**src/rtl/tgs_pkg.sv**
```systemverilog
package tgs_pkg;

    typedef enum logic [1:0] {
        RD_NOW     = 2'd0,
        RD_ANY     = 2'd1,
        RD_ALL     = 2'd2,
        RD_NOW_ALT = 2'd3
    } rd_mode_e;

endpackage

```
**src/rtl/tgs_tag_counter.sv**
```systemverilog
module tgs_tag_counter #(
    parameter int CNT_W = 5
) (
    input  logic clk,
    input  logic rst_n,
    input  logic inc,
    input  logic dec,
    output logic idle
);

    typedef struct packed {
        logic [CNT_W-1:0] cnt;
    } cnt_state_t;

    cnt_state_t st_d, st_q;

    always_comb begin
        st_d = st_q;
        unique case ({inc, dec})
            2'b10: st_d.cnt = st_q.cnt + 1'b1;
            2'b01: if (st_q.cnt != '0) st_d.cnt = st_q.cnt - 1'b1;
            default: st_d.cnt = st_q.cnt;
        endcase
    end

    always_ff @(posedge clk) begin
        if (!rst_n) st_q <= '0;
        else        st_q <= st_d;
    end

    assign idle = (st_q.cnt == '0);

endmodule

```
**src/rtl/tgs_mask_reg.sv**
```systemverilog
module tgs_mask_reg #(
    parameter int NUM_TAGS = 32
) (
    input  logic                clk,
    input  logic                rst_n,
    input  logic                wr,
    input  logic [NUM_TAGS-1:0] wdata,
    output logic [NUM_TAGS-1:0] mask
);

    typedef struct packed {
        logic [NUM_TAGS-1:0] mask;
    } mask_state_t;

    mask_state_t st_d, st_q;

    always_comb begin
        st_d = st_q;
        if (wr) st_d.mask = wdata;
    end

    always_ff @(posedge clk) begin
        if (!rst_n) st_q <= '0;
        else        st_q <= st_d;
    end

    assign mask = st_q.mask;

endmodule

```
**src/rtl/tgs_read_ctrl.sv**
```systemverilog
module tgs_read_ctrl
    import tgs_pkg::*;
#(
    parameter int NUM_TAGS = 32
) (
    input  logic                clk,
    input  logic                rst_n,
    input  logic [NUM_TAGS-1:0] idle_vec,
    input  logic [NUM_TAGS-1:0] mask,
    input  logic                rd_req,
    input  logic [1:0]          rd_mode,
    output logic                rd_valid,
    output logic [NUM_TAGS-1:0] rd_data,
    output logic                rd_stall
);

    typedef struct packed {
        logic                waiting;
        logic                want_all;
        logic                valid;
        logic [NUM_TAGS-1:0] data;
    } rd_state_t;

    rd_state_t st_d, st_q;

    logic [NUM_TAGS-1:0] masked;
    logic                any_ok;
    logic                all_ok;

    assign masked = idle_vec & mask;
    assign any_ok = (masked != '0) || (mask == '0);
    assign all_ok = (masked == mask);

    always_comb begin
        st_d       = st_q;
        st_d.valid = 1'b0;
        if (st_q.waiting) begin
            if (st_q.want_all ? all_ok : any_ok) begin
                st_d.waiting = 1'b0;
                st_d.valid   = 1'b1;
                st_d.data    = masked;
            end
        end else if (rd_req) begin
            unique case (rd_mode_e'(rd_mode))
                RD_ANY: begin
                    if (any_ok) begin
                        st_d.valid = 1'b1;
                        st_d.data  = masked;
                    end else begin
                        st_d.waiting  = 1'b1;
                        st_d.want_all = 1'b0;
                    end
                end
                RD_ALL: begin
                    if (all_ok) begin
                        st_d.valid = 1'b1;
                        st_d.data  = masked;
                    end else begin
                        st_d.waiting  = 1'b1;
                        st_d.want_all = 1'b1;
                    end
                end
                default: begin
                    st_d.valid = 1'b1;
                    st_d.data  = masked;
                end
            endcase
        end
    end

    always_ff @(posedge clk) begin
        if (!rst_n) st_q <= '0;
        else        st_q <= st_d;
    end

    assign rd_valid = st_q.valid;
    assign rd_data  = st_q.data;
    assign rd_stall = st_q.waiting;

endmodule

```
**src/rtl/tgs_tag_status.sv**
```systemverilog
module tgs_tag_status #(
    parameter int NUM_TAGS        = 32,
    parameter int MAX_OUTSTANDING = 16,
    localparam int TAG_W          = $clog2(NUM_TAGS),
    localparam int CNT_W          = $clog2(MAX_OUTSTANDING + 1)
) (
    input  logic                clk,
    input  logic                rst_n,
    input  logic                enq_valid,
    input  logic [TAG_W-1:0]    enq_tag,
    input  logic                cpl_valid,
    input  logic [TAG_W-1:0]    cpl_tag,
    input  logic                mask_wr,
    input  logic [NUM_TAGS-1:0] mask_wdata,
    input  logic                rd_req,
    input  logic [1:0]          rd_mode,
    output logic                rd_valid,
    output logic [NUM_TAGS-1:0] rd_data,
    output logic                rd_stall
);

    logic [NUM_TAGS-1:0] idle_vec;
    logic [NUM_TAGS-1:0] mask_q;

    for (genvar t = 0; t < NUM_TAGS; t++) begin : g_tag
        logic inc;
        logic dec;
        assign inc = enq_valid && (enq_tag == TAG_W'(t));
        assign dec = cpl_valid && (cpl_tag == TAG_W'(t));
        tgs_tag_counter #(.CNT_W(CNT_W)) u_cnt (
            .clk  (clk),
            .rst_n(rst_n),
            .inc  (inc),
            .dec  (dec),
            .idle (idle_vec[t])
        );
    end

    tgs_mask_reg #(.NUM_TAGS(NUM_TAGS)) u_mask (
        .clk  (clk),
        .rst_n(rst_n),
        .wr   (mask_wr),
        .wdata(mask_wdata),
        .mask (mask_q)
    );

    tgs_read_ctrl #(.NUM_TAGS(NUM_TAGS)) u_rd (
        .clk     (clk),
        .rst_n   (rst_n),
        .idle_vec(idle_vec),
        .mask    (mask_q),
        .rd_req  (rd_req),
        .rd_mode (rd_mode),
        .rd_valid(rd_valid),
        .rd_data (rd_data),
        .rd_stall(rd_stall)
    );

endmodule

```
**config.mk**
```make
export PLATFORM = sky130hd
export DESIGN_NAME = tgs_tag_status
export DESIGN_NICKNAME = d
export VERILOG_FILES = /design/src/rtl/tgs_pkg.sv /design/src/rtl/tgs_tag_counter.sv /design/src/rtl/tgs_mask_reg.sv /design/src/rtl/tgs_read_ctrl.sv /design/src/rtl/tgs_tag_status.sv
export SDC_FILE = /design/constraint.sdc
export NUM_CORES = 1
export LEC_CHECK = 0
export BUFFER_PORTS_ARGS = -buffer_cell sky130_fd_sc_hd__clkbuf_2
export CORE_MARGIN = 1.5
export CORE_UTILIZATION = 39
export CTS_BUF_LIST = sky130_fd_sc_hd__clkbuf_16
export CTS_CLUSTER_DIAMETER = 60
export DETAILED_ROUTE_END_ITERATION = 7
export GPL_TIMING_DRIVEN = 0
export PLACE_DENSITY_LB_ADDON = 0.1
export SYNTH_ARGS = -nofsm -noshare
export SYNTH_HDL_FRONTEND = slang
export SYNTH_SLANG_ARGS = --single-unit
```
**constraint.sdc**
```tcl
create_clock -name clk -period 3.85 [get_ports clk]
set_input_delay 0.385 -clock clk [delete_from_list [all_inputs] [get_ports clk]]
set_output_delay 0.385 -clock clk [all_outputs]
set_load 0.02 [all_outputs]
```
==> flow_summary.ini, run 1 <==
[setup_path]
ff2ff_path_depth = 9
crit_fanout = 10
cp-start-kind = primary input
startpoint = cpl_tag[3]
rr_startpoint = g_tag[12].u_cnt.st_q[0]
r2r-end = u_rd.rd_data[20]
timing.critical_path.to_type = register
reg2reg_setup_slack_ps = 880
worstPathArrival_ps = 3600
path_class = primary input to register
endpoint = g_tag[14].u_cnt.st_q[4]
cp.required_ps = 4270

[clocking]
clk_latency_ps = 560
cts_root_buffer = clkbuf_16
cts.path.max_buffers = 3
numCtsBuffers = 31
cts_tree = built
cts_htree_levels = 1
cts-resized-gates = 0
post-cts-setup-buffer-count = 0
hold_buffers = 0
cts_sinks = 227
clkTransAtPathRegs_ps = 60

[global_routing]
grt-ovfl-total = 0
antenna_found_initial = 0
grt_max_degree = 15
grt_usage = 0.213
grt_pass1_wl_um = 60500
grt_pass1_vias = 10597

[drt]
vias = 11121
viasPerCell = 5.12
initialDrtViolationCount = 528
ant_nets = 0
routed_wl_um = 39200
post_drt_wl_per_cell_um = 18.1
dr.pass1.iters = 5
drc = 0

[floorplanning]
die_x_um = 193
ios = 84
fp.dieArea_um2 = 37300
rows = 69
fp.dieH_um = 193
start_util = 0.396
coreArea_um2 = 35600

[yosys]
synth.most_common_cell = dfxtp_1
synth-main-ff-cell = dfxtp_1
synth_common_cells = 227 x dfxtp_1, 223 x nor2_1, 132 x inv_1, 127 x xnor2_1, 98 x ha_1
ys_types = 52
netlist_area_um2 = 14100
avgSynthCellArea_um2 = 8.97
synth_edf_count = 0
syn_inst = 1572
synth_top_area_share = 0.322
yosysTopAreaCell = dfxtp_1
ys_ff_latch = 227
ys_async_sr_fraction = 0
yosys_warnings = 0
ys_top_cells_by_area = dfxtp_1 32%, ha_1 8.7%, xnor2_1 7.9%
synth_fp_nets = 1752
ys_seq_area_frac = 0.322

[sta]
setup_viol = 0
worst_pin_slew_ps = 1100
finalSetupTns_ps = 0
relSlewSlack = 0.264
max_freq_mhz = 315
rsz0062_at_grt = no
hold_violations = 0
slew_violations = 0
fin_crit_sh = 0.824
finalCriticalPeriod_ps = 3170
skew_ps = 17.9

[power]
p_leak_nw = 7.22
vdd_drop_max_mv = 0.285
power.density_nw_per_um2 = 355

[status]
status = complete, no violations

[finish]
layout.cells.non_filler = 2170
finalNetCount = 1867
area_growth_pct = 14.0
layout-drive-gt1-share = 0.132
antenna_cells = 0

[hold_path]
min_path_cells = 3
hp-class = primary input to register

[placement]
portBuffers = 82
place_hpwl_um = 30800
gp_congestion = 0.902
dpl.cell_count = 2115

[run]
maxCapViolCount = 0
worst min path at each step:
stage                               start              end
after floorplan           u_rd.rd_data[0]  u_rd.rd_data[0]
after global placement    u_rd.rd_data[0]  u_rd.rd_data[0]
after detailed placement  u_rd.rd_data[0]  u_rd.rd_data[0]
after CTS                           rst_n    u_rd.rd_stall
after global routing       mask_wdata[23]  u_mask.mask[23]
final                      mask_wdata[13]  u_mask.mask[13]
layout make-up:
class / count / area (um^2)
clock inverter: 24 / 216
timing repair buffer: 82 / 410
multi-input combinational: 1140 / 8630
tap: 461 / 577
fill: 3560 / 19500
sequential: 227 / 4540
clock buffer: 31 / 776
buffer: 72 / 424
inverter: 133 / 499
per-stage QoR:
stage | setup WS, ps | instance area [um^2] | util | total power, mW | hold WS [ps]
finish | 677 | 16100 | 0.452 | 5.71 | 59.8
CTS | 747 | 16100 | 0.452 | 5.78 | 38.2
floorplan | 1070 | 14100 | - | 2.77 | 434
detailed placement | 154 | 15100 | 0.424 | 2.95 | 461
global route | 429 | 16100 | 0.452 | 5.92 | 45.8
global placement | 220 | 15100 | 0.424 | 2.95 | 458
worst max-delay path: stages:
cell and delay, ps:
clkbuf_2 120, clkbuf_1 450, nand3_1 380, a211oi_1 990, inv_1 140, fa_1 440, inv_1 70, a21o_1 100
a21oi_1 70, xnor2_1 120, nand2_1 120, xor2_1 140, nor2_1 50
registers in the layout, summed over array words and instances (netlist names):
signal and flops:
g_tag.u_cnt.st_q 160, u_mask.mask 32, u_rd.rd_data 32, u_rd.rd_stall 1, u_rd.rd_valid 1, u_rd.st_q 1
cells in the final DEF (no fill, tap or decap), types with 4 or more instances in the layout:
cell type / netlist / layout
or4_1: 20 / 20
clkinv_2: 0 / 5
a21oi_1: 67 / 67
clkbuf_1: 28 / 28
nand2_1: 93 / 93
o2bb2ai_2: 30 / 30
nand4_1: 16 / 16
nand2b_1: 7 / 7
nor2_1: 223 / 223
nand3_1: 4 / 4
clkinv_1: 1 / 7
o21ai_2: 7 / 7
o21ai_0: 39 / 39
or4_4: 13 / 13
buf_4: 35 / 35
clkbuf_2: 0 / 82
o211ai_1: 8 / 8
mux2i_1: 96 / 96
inv_1: 132 / 138
o21ai_1: 40 / 40
nor3_1: 12 / 12
xnor2_1: 127 / 127
buf_1: 6 / 6
ha_1: 98 / 98
fa_1: 32 / 32
xor2_1: 33 / 33
a21o_1: 64 / 64
bufinv_16: 0 / 4
or3b_1: 29 / 29
dfxtp_1: 227 / 227
nor2b_1: 4 / 4
a211oi_1: 40 / 40
nor4_1: 9 / 9
clkbuf_16: 0 / 31
kinds of logic after synthesis:
family / synth area share
simple gates: 0.156
compound gates: 0.157
flops: 0.322
buf+inv: 0.0655
xor+xnor: 0.0994
fa+ha+maj: 0.132
mux: 0.0682
layer usage:
| metal | routed length, um | up-vias | GRT usage |
|---|---|---|---|
| li1 | - | 5599 | - |
| met1 | 19000 | 5227 | 0.299 |
| met2 | 17200 | 234 | 0.340 |
| met3 | 1970 | 61 | 0.0266 |
| met4 | 1090 | 0 | 0.0669 |
| met5 | 0 | - | 0 |
power breakdown:
| part | switching, mW | internal (mW) |
|---|---|---|
| Clock | 1.09 | 1.71 |
| Sequential | 0.0467 | 2.39 |
| Combinational | 0.295 | 0.167 |
Note: power is estimated with default switching activity, not from simulation.
==> run 2, diff against run 1 <==
==> constraint.sdc (replaced) <==
create_clock -name clk -period 2.8 [get_ports clk]
set_input_delay 0.28 -clock clk [delete_from_list [all_inputs] [get_ports clk]]
set_output_delay 0.28 -clock clk [all_outputs]
set_load 0.02 [all_outputs]
==> run 2 against run 1 <==
The flow now finishes with violations (negative setup slack). Via count rose by 1.4%. Clock skew decreased by 2.0 ps. Wire length is 2.2% higher. Register-to-register slack got worse by 900 ps. Utilization is 2.2 points higher. Largest power group unchanged. Highest routed layer unchanged.
==> flow_summary.ini, run 2 (synthesis results as in run 1) <==
[status]
status = finished, violations left
violations = negative setup slack

[clocking]
clk_latency_ps = 560
cts_tree = built
cts_htree_levels = 1
clkTransAtPathRegs_ps = 60
cts_sinks = 227
cts_root_buffer = clkbuf_16
numCtsBuffers = 31
cts.path.max_buffers = 3

[drt]
post_drt_wl_per_cell_um = 18.1
initialDrtViolationCount = 491
routed_wl_um = 40100
viasPerCell = 5.10
dr.pass1.iters = 7
ant_nets = 0
vias = 11273
drc = 0

[setup_path]
worstPathCellList = or4_4 -> o21ai_4 -> nand4_1 -> nor4_4 -> nand2_2 -> a211o_4 -> a2bb2oi_4 -> clkbuf_16 -> o2bb2ai_2
reg2reg_setup_slack_ps = -20
crit_fanout = 7
timing.critical_path.to_type = register
cpPeakStageDelay_ps = 570
path_class = register to register
worstPathArrival_ps = 3320
cp.required_ps = 3290
cp-start-kind = register
slowest_stage = or4_4

[finish]
fin_area_um2 = 16900
final_cell_mix = 224 x dfxtp_1, 221 x nor2_1, 138 x inv_1
nFillCells = 3504
layout_commonest_cell = dfxtp_1
finalNetCount = 1907
largest_register_ffs = 160
layout-drive-gt1-share = 0.166
final_util = 0.474
multiInputGateArea_um2 = 8960
area_growth_pct = 19.7
regArea_um2 = 4550
largest_register = g_tag.u_cnt.st_q
antenna_cells = 0

[sta]
worst_pin_slew_ps = 1060
rsz0062_at_grt = yes
hold_violations = 0
skew_ps = 15.9
relSlewSlack = 0.292
fin_ws_ps = -24.0
finalSetupTns_ps = -216
fin_crit_sh = 1.01
setup_viol = 17
hold_slack_ps = 43.5
finalCriticalPeriod_ps = 2820
max_freq_mhz = 354
slew_violations = 0

[placement]
portBuffers = 82
gp_congestion = 0.902
post-place-ws_ps = -791
place_area_um2 = 15100
place_hpwl_um = 30800

[power]
power.density_nw_per_um2 = 472
p_leak_nw = 7.50
vdd_drop_max_mv = 0.408

[global_routing]
grt_usage = 0.215
antenna_found_initial = 0
grt_pass1_wl_um = 61200
grt-ovfl-total = 0
grt_pass1_vias = 10787
grt_max_degree = 15

[floorplanning]
start_util = 0.396
fp.dieArea_um2 = 37300
coreArea_um2 = 35600
die_x_um = 193
ios = 84
fp.dieH_um = 193
rows = 69

[hold_path]
hp-class = primary input to register

[run]
maxCapViolCount = 0
-- run 2: what timing repair did --
| action | in CTS | in global routing |
|---|---|---|
| setup buffers | 0 | 5 |
| setup endpoints to repair | 36 | 45 |
| hold buffers | 32 | 0 |
| hold endpoints to repair | 32 | 0 |
| pin swaps | 3 | 37 |
| cloned | 0 | 4 |
| resized for setup | 28 | 62 |
-- run 2: power breakdown --
| part | internal [mW] | total, mW | switching, mW |
|---|---|---|---|
| Clock | 2.36 | 3.86 | 1.51 |
| Sequential | 3.29 | 3.36 | 0.0696 |
| Combinational | 0.306 | 0.746 | 0.440 |
-- run 2: stage by stage --
stage	total power, mW	cells
final	7.97	2210
after global routing	8.26	2210
after CTS	8.00	2202
after detailed placement	4.06	2115
after global placement	4.05	2115
after floorplan	3.81	1572
-- run 2: layout make-up --
type,count,share of cell area
buffer,71,0.0265
clock buffer,31,0.0460
clock inverter,24,0.0128
inverter,133,0.0296
multi-input combinational,1140,0.531
sequential,227,0.270
tap,461,0.0342
timing repair buffer,123,0.0503
-- run 2: worst max-delay path, delay by kind of cell, from the launching register on --
kind | cells | cell delay [ps]
simple gates | 4 | 1350
compound gates | 4 | 890
flops | 1 | 320
buf+inv | 1 | 210
-- run 2: worst paths after layout --
| check | start | to | cells past startpoint |
|---|---|---|---|
| setup / recovery | g_tag[10].u_cnt.st_q[3] | u_rd.rd_data[6] | 9 |
| setup reg to reg | g_tag[10].u_cnt.st_q[3] | u_rd.rd_data[6] | 9 |
| hold reg to reg | u_rd.rd_data[27] | u_rd.rd_data[27] | 1 |
| hold / removal | mask_wdata[28] | u_mask.mask[28] | 3 |
-- run 2: layer usage --
metal	part of all wire	wire (um)	track usage	vias to the layer above
met2	0.45	17900	0.348	209
met1	0.48	19400	0.299	5329
li1	-	-	-	5680
met4	0.024	962	0.0633	0
met3	0.045	1810	0.0290	55
met5	0	0	0	-
